--- src/rtl/hs_chan_pkg.sv ---
package hs_chan_pkg;

   typedef logic [2:0] sym_t;

   localparam sym_t SYM_NONE = 3'b000;
   localparam sym_t SYM_REQ  = 3'b001;
   localparam sym_t SYM_ACK  = 3'b010;
   localparam sym_t SYM_IDLE = 3'b100;

   // Occupancy: empty, three singles, six ordered pairs (older first).
   typedef enum logic [3:0] {
      OCC_EMPTY = 4'd0,
      OCC_R     = 4'd1,
      OCC_A     = 4'd2,
      OCC_I     = 4'd3,
      OCC_RA    = 4'd4,
      OCC_RI    = 4'd5,
      OCC_AR    = 4'd6,
      OCC_AI    = 4'd7,
      OCC_IR    = 4'd8,
      OCC_IA    = 4'd9
   } occ_e;

   function automatic logic occ_is_pair(occ_e o);
      return (o >= OCC_RA);
   endfunction

   // Oldest pending symbol.
   function automatic sym_t occ_head(occ_e o);
      case (o)
         OCC_R, OCC_RA, OCC_RI: return SYM_REQ;
         OCC_A, OCC_AR, OCC_AI: return SYM_ACK;
         OCC_I, OCC_IR, OCC_IA: return SYM_IDLE;
         default:               return SYM_NONE;
      endcase
   endfunction

   // Newest pending symbol (equals head for a single).
   function automatic sym_t occ_tail(occ_e o);
      case (o)
         OCC_R, OCC_AR, OCC_IR: return SYM_REQ;
         OCC_A, OCC_RA, OCC_IA: return SYM_ACK;
         OCC_I, OCC_RI, OCC_AI: return SYM_IDLE;
         default:               return SYM_NONE;
      endcase
   endfunction

   function automatic occ_e occ_one(sym_t s);
      case (s)
         SYM_REQ:  return OCC_R;
         SYM_ACK:  return OCC_A;
         SYM_IDLE: return OCC_I;
         default:  return OCC_EMPTY;
      endcase
   endfunction

   function automatic occ_e occ_two(sym_t older, sym_t newer);
      case ({older, newer})
         {SYM_REQ,  SYM_ACK}:  return OCC_RA;
         {SYM_REQ,  SYM_IDLE}: return OCC_RI;
         {SYM_ACK,  SYM_REQ}:  return OCC_AR;
         {SYM_ACK,  SYM_IDLE}: return OCC_AI;
         {SYM_IDLE, SYM_REQ}:  return OCC_IR;
         {SYM_IDLE, SYM_ACK}:  return OCC_IA;
         default:              return OCC_EMPTY;
      endcase
   endfunction

endpackage

--- src/rtl/hs_age_ctr.sv ---
module hs_age_ctr #(
   parameter int DELAY = 4,
   parameter int AGE_W = $clog2(DELAY + 2)
) (
   input  logic             clk_i,
   input  logic             rst_i,
   input  logic             zero_i,
   input  logic             take_i,
   input  logic [AGE_W-1:0] take_val_i,
   output logic [AGE_W-1:0] age_o
);

   localparam logic [AGE_W-1:0] AGE_CAP = AGE_W'(DELAY + 1);

   logic [AGE_W-1:0] base;
   logic [AGE_W-1:0] age_q;

   assign base = take_i ? take_val_i : age_q;

   always_ff @(posedge clk_i) begin
      if (rst_i || zero_i)
         age_q <= '0;
      else if (base == AGE_CAP)
         age_q <= base;
      else
         age_q <= base + 1'b1;
   end

   assign age_o = age_q;

endmodule

--- src/rtl/hs_occ_fsm.sv ---
module hs_occ_fsm
   import hs_chan_pkg::*;
#(
   parameter int DELAY = 4,
   parameter int AGE_W = $clog2(DELAY + 2)
) (
   input  logic             clk_i,
   input  logic             rst_i,
   input  sym_t             snd_i,
   input  logic [AGE_W-1:0] age_head_i,
   output occ_e             occ_o,
   output logic             deliver_o,
   output sym_t             head_sym_o,
   output logic             head_zero_o,
   output logic             head_take_o,
   output logic             tail_zero_o,
   output logic             err_o
);

   localparam logic [AGE_W-1:0] AGE_DUE = AGE_W'(DELAY);

   occ_e occ_q, occ_mid, occ_d;
   logic err_q;
   logic deliver, one_hot, multi_hot, reject, fresh, new_pair;

   always_comb begin
      deliver   = (occ_q != OCC_EMPTY) && (age_head_i == AGE_DUE);
      one_hot   = (snd_i != SYM_NONE) && ((snd_i & (snd_i - 3'd1)) == 3'd0);
      multi_hot = (snd_i != SYM_NONE) && !one_hot;

      // Drain first, then apply the send to what is left.
      if (!deliver)
         occ_mid = occ_q;
      else if (occ_is_pair(occ_q))
         occ_mid = occ_one(occ_tail(occ_q));
      else
         occ_mid = OCC_EMPTY;

      occ_d    = occ_mid;
      reject   = 1'b0;
      fresh    = 1'b0;
      new_pair = 1'b0;
      if (one_hot) begin
         if (occ_mid == OCC_EMPTY) begin
            occ_d = occ_one(snd_i);
            fresh = 1'b1;
         end else if (snd_i != occ_tail(occ_mid)) begin
            if (occ_is_pair(occ_mid)) begin
               reject = 1'b1;
            end else begin
               occ_d    = occ_two(occ_tail(occ_mid), snd_i);
               new_pair = 1'b1;
            end
         end
      end
   end

   always_ff @(posedge clk_i) begin
      if (rst_i) begin
         occ_q <= OCC_EMPTY;
         err_q <= 1'b0;
      end else begin
         occ_q <= occ_d;
         err_q <= err_q | multi_hot | reject;
      end
   end

   assign occ_o       = occ_q;
   assign deliver_o   = deliver;
   assign head_sym_o  = occ_head(occ_q);
   assign head_zero_o = (occ_d == OCC_EMPTY) || fresh;
   assign head_take_o = deliver && occ_is_pair(occ_q);
   assign tail_zero_o = !occ_is_pair(occ_d) || new_pair;
   assign err_o       = err_q;

   p_err_sticky_r9: assert property (@(posedge clk_i) disable iff (rst_i)
      err_q |=> err_q);

   p_repeat_absorbed_r3: assert property (@(posedge clk_i) disable iff (rst_i)
      (!deliver && occ_q != OCC_EMPTY && snd_i == occ_tail(occ_q)) |=> $stable(occ_q));

   p_third_refused_r6: assert property (@(posedge clk_i) disable iff (rst_i)
      (!deliver && occ_is_pair(occ_q) && one_hot && snd_i != occ_tail(occ_q))
      |=> (err_q && $stable(occ_q)));

   p_multi_refused_r7: assert property (@(posedge clk_i) disable iff (rst_i)
      multi_hot |=> err_q);

endmodule

--- src/rtl/hs_delay_chan.sv ---
module hs_delay_chan
   import hs_chan_pkg::*;
#(
   parameter int DELAY = 4
) (
   input  logic       clk_i,
   input  logic       rst_i,
   input  logic [2:0] snd_i,
   output logic [2:0] rcv_o,
   output logic       proto_err_o
);

   localparam int AGE_W = $clog2(DELAY + 2);
   localparam int SLOTS = 2;

   if (DELAY < 1) begin : g_bad_delay
      $error("hs_delay_chan: DELAY must be at least 1");
   end

   occ_e             occ;
   logic             deliver, head_zero, head_take, tail_zero;
   sym_t             head_sym;
   logic [AGE_W-1:0] slot_age [SLOTS];
   logic [AGE_W-1:0] slot_src [SLOTS];
   logic             slot_zero [SLOTS];
   logic             slot_take [SLOTS];
   logic [2:0]       rcv_q;

   hs_occ_fsm #(.DELAY(DELAY), .AGE_W(AGE_W)) u_fsm (
      .clk_i       (clk_i),
      .rst_i       (rst_i),
      .snd_i       (snd_i),
      .age_head_i  (slot_age[0]),
      .occ_o       (occ),
      .deliver_o   (deliver),
      .head_sym_o  (head_sym),
      .head_zero_o (head_zero),
      .head_take_o (head_take),
      .tail_zero_o (tail_zero),
      .err_o       (proto_err_o)
   );

   // Slot 0 holds the oldest symbol's age, slot 1 the newer one's.
   for (genvar g = 0; g < SLOTS; g++) begin : g_slot
      if (g == 0) begin : g_head
         assign slot_zero[g] = head_zero;
         assign slot_take[g] = head_take;
         assign slot_src[g]  = slot_age[1];
      end else begin : g_tail
         assign slot_zero[g] = tail_zero;
         assign slot_take[g] = 1'b0;
         assign slot_src[g]  = '0;
      end
      hs_age_ctr #(.DELAY(DELAY), .AGE_W(AGE_W)) u_ctr (
         .clk_i      (clk_i),
         .rst_i      (rst_i),
         .zero_i     (slot_zero[g]),
         .take_i     (slot_take[g]),
         .take_val_i (slot_src[g]),
         .age_o      (slot_age[g])
      );
   end

   always_ff @(posedge clk_i) begin
      if (rst_i)
         rcv_q <= '0;
      else
         rcv_q <= deliver ? head_sym : SYM_NONE;
   end

   assign rcv_o = rcv_q;

   p_one_symbol_r5: assert property (@(posedge clk_i) disable iff (rst_i)
      $onehot0(rcv_o));

   p_pulse_changes_r11: assert property (@(posedge clk_i) disable iff (rst_i)
      (rcv_o != 3'b000) |=> (rcv_o != $past(rcv_o)));

   p_head_in_window_r2: assert property (@(posedge clk_i) disable iff (rst_i)
      (occ != OCC_EMPTY) |-> (slot_age[0] <= AGE_W'(DELAY)));

   p_due_when_sent_r2: assert property (@(posedge clk_i) disable iff (rst_i)
      (rcv_o != 3'b000) |-> ($past(slot_age[0]) == AGE_W'(DELAY)));

   p_empty_cleared_r10: assert property (@(posedge clk_i) disable iff (rst_i)
      (occ == OCC_EMPTY) |-> (slot_age[0] == '0 && slot_age[1] == '0));

   p_newer_younger_r4: assert property (@(posedge clk_i) disable iff (rst_i)
      occ_is_pair(occ) |-> (slot_age[1] < slot_age[0]));

endmodule

--- config.mk ---
export PLATFORM = sky130hd
export DESIGN_NAME = hs_delay_chan
export DESIGN_NICKNAME = d
export VERILOG_FILES = /design/src/rtl/hs_chan_pkg.sv /design/src/rtl/hs_age_ctr.sv /design/src/rtl/hs_occ_fsm.sv /design/src/rtl/hs_delay_chan.sv
export SDC_FILE = /design/constraint.sdc
export NUM_CORES = 1
export LEC_CHECK = 0
export BUFFER_PORTS_ARGS = -buffer_cell sky130_fd_sc_hd__buf_2
export CAP_MARGIN = 20
export CORE_MARGIN = 1.5
export CORE_UTILIZATION = 40
export CTS_BUF_LIST = sky130_fd_sc_hd__clkbuf_8
export DETAILED_ROUTE_END_ITERATION = 7
export PLACE_DENSITY_LB_ADDON = 0.1
export SLEW_MARGIN = 20
export SYNTH_ARGS = -nofsm -noshare
export SYNTH_HDL_FRONTEND = slang
export SYNTH_SLANG_ARGS = --single-unit
--- constraint.sdc ---
create_clock -name clk_i -period 4.4 [get_ports clk_i]
set_input_delay 0.66 -clock clk_i [delete_from_list [all_inputs] [get_ports clk_i]]
set_output_delay 0.66 -clock clk_i [all_outputs]
set_load 0.05 [all_outputs]
==> flow_summary.toml <==
[setup_path]
timing.rr.start = "g_slot[0].u_ctr.age_o[2]$_SDFF_PP0_"
cp.arrival_ns = 3.43
worstRegToRegCells = 9
end_kind = "register"
reg2reg_slack_ns = 1.16
path_class = "reg -> reg"
worstPathMaxFanout = 19
required_ns = 4.59
crit_path_start_kind = "register"
cp-startpoint = "g_slot[0].u_ctr.age_o[2]$_SDFF_PP0_"

[logic_synthesis]
synth_warnings = 0
synthDistinctLibCells = 59
yosysSeqAreaShare_pct = 21.8
synth_top_area_share_pct = 21.8
syn_area_mm2 = 0.00156
synthTopCellsByCount = "30 x nor2_1, 17 x dfxtp_1, 15 x o21ai_0"
syn_inst = 212
yosysMostFrequentCell = "nor2_1"
synth-seq-cells = 17
synth_edf_count = 0
yosys.area.top_type = "dfxtp_1"
synthTopCellsByArea = "dfxtp_1 22%, nor2_1 7.2%, o21ai_0 4.8%"
avgSynthCellArea_um2 = 7.37
synthArstFlopShare_pct = 0
synth_flop_cell = "dfxtp_1"
synth_nets = 221

[placed_design]
place_hpwl_mm = 3.25
dp_cells = 254
gp_congestion = 0.987
dpl_cell_area_mm2 = 0.00160
port_buffers = 8

[timing]
fmax_mhz = 308
drv_slew = 0
max_slew_margin_pct = 55.8
hold_viol_final = 0
setup-violations-final = 0
fin_crit_ns = 3.24
finalClockSkew_ns = 0.00153
whs_ns = 0.471
rsz0062_at_grt = "no"
min_period_over_period_pct = 73.7
tns_ns = 0
worstMarginPinSlew_ns = 0.662

[cts]
cts_tree = "yes"
cts_setup_buffers = 0
htreeDepth = 1
hold_buffers = 0
root_buffer = "clkbuf_8"
cts_sinks = 17
clockBufferDepth = 2
cts_buffers = 3
clk_latency_ns = 0.25
cts.repair.resized = 0
clkTransAtPathRegs_ns = 0.07

[power]
power.total_uw = 508
swShare_pct = 40.2
intPower_uw = 304
ir_worst_vdd_v = 0.000139
power_frac_comb_pct = 39.1
seqPwrFrac_pct = 38.4
cellPowerDensity_mw_per_mm2 = 308
leakage_nw = 0.603
p_clk_share_pct = 22.5
netSwitchingPower_uw = 204

[cells_and_area]
multiInputGateArea_mm2 = 0.00113
layout-drive-gt1-share_pct = 13.8
regArea_um2 = 340
post-route-cell-area_mm2 = 0.00165
fin_cells = 258
area_growth_pct = 5.44
n_fill_cell = 405
n_antenna_cell = 0
final_nets = 220

[floorplan]
die_area_mm2 = 0.00429
core-area_mm2 = 0.00372
row_count = 22
start_util_pct = 42.1
io_pins = 9
dieWidth_um = 65.5
die_h_um = 65.5

[drt]
drt-initial-drc-count = 198
ant_nets = 0
via_count = 1640
drc = 0
firstDrtPassIters = 6
avgViaCountPerCell = 6.36
wl_mm = 4.34
wire_per_inst_um = 16.8

[global_route]
antenna_found_initial = 0
grt_max_degree = 20
grt_pass1_wl_mm = 7.16
grt_pass1_vias = 1523
overflow = 0
grt.total_usage_pct = 21.2

[min_path]
min_delay_path_depth = 2
min_from = "u_fsm.err_o$_SDFF_PP0_"
hp-class = "reg -> reg"
holdPathEnd = "u_fsm.err_o$_SDFF_PP0_"

[run]
cap_viol_max_count = 0

[outcome]
outcome = "finished clean"
## power groups by stage
stage	logic, mW	registers [mW]	clock network, mW
global placement	0.192	0.197	0
CTS	0.193	0.194	0.120
detailed placement	0.192	0.198	0
floorplan	0.166	0.182	0
finish	0.199	0.195	0.114
global route	0.216	0.198	0.125
## per-layer routing
metal,routed length [um],vias up,track usage [%]
met2,2050,99,36.5
met3,359,21,4.97
met1,1780,740,25.1
li1,-,780,-
met5,0,-,0
met4,146,0,8.85
## critical path: stages (launching register included)
cell and delay, ns:
dfxtp_1 0.36, or3b_1 0.64, nor4_2 0.41, nor3_1 0.12
a211oi_2 0.34, xor2_2 0.15, a221oi_2 0.35, o2bb2ai_2 0.16
or4_1 0.55, nand3_1 0.10
## cell usage in the layout (no fill, tap or decap), drive strengths merged, types with 3 or more instances in the layout
master    n
or4       3
dfxtp    17
nor3b     4
inv       8
o21a      3
clkbuf    3
and2      3
nor2     31
a31oi     3
buf       9
nand2b    6
a21oi    11
o211ai    4
nand4     4
nand2    13
nor3     10
mux2      3
xnor2     5
nand3     4
ha        4
a211oi    5
a221oi    3
a21o      4
o21ai    16
or2       3
a2111oi   3
## per-stage QoR
step                      setup slack [ns]  util (%)
after global routing                  1.03      44.3
final                                 1.16      44.3
after detailed placement              1.25      43.1
after global placement                1.34      43.1
after CTS                             1.23      44.3
after floorplan                       1.78         -
## cell families after synthesis
family,share of synthesized area (%)
xor+xnor,3.84
mux,3.04
buf+inv,6.00
fa+ha+maj,3.20
simple gates,30.9
compound gates,31.2
flops,21.8
## how the worst max path moves through the flow
stage                    end  slack, ns  cells after the start
finish              register       1.16                      9
floorplan           register       1.78                     10
CTS                 register       1.23                      9
detailed placement  register       1.25                      9
global route        register       1.03                      9
global placement    register       1.34                      9
## layout make-up
cell class | instances | area share [%]
multi-input cells | 173 | 68.5
clock buffers | 3 | 2.51
well taps | 48 | 3.64
repair buffers | 9 | 2.89
inverters | 7 | 1.59
clock inverters | 1 | 0.228
flip-flops and latches | 17 | 20.7
(Power assumes the default switching activity.)
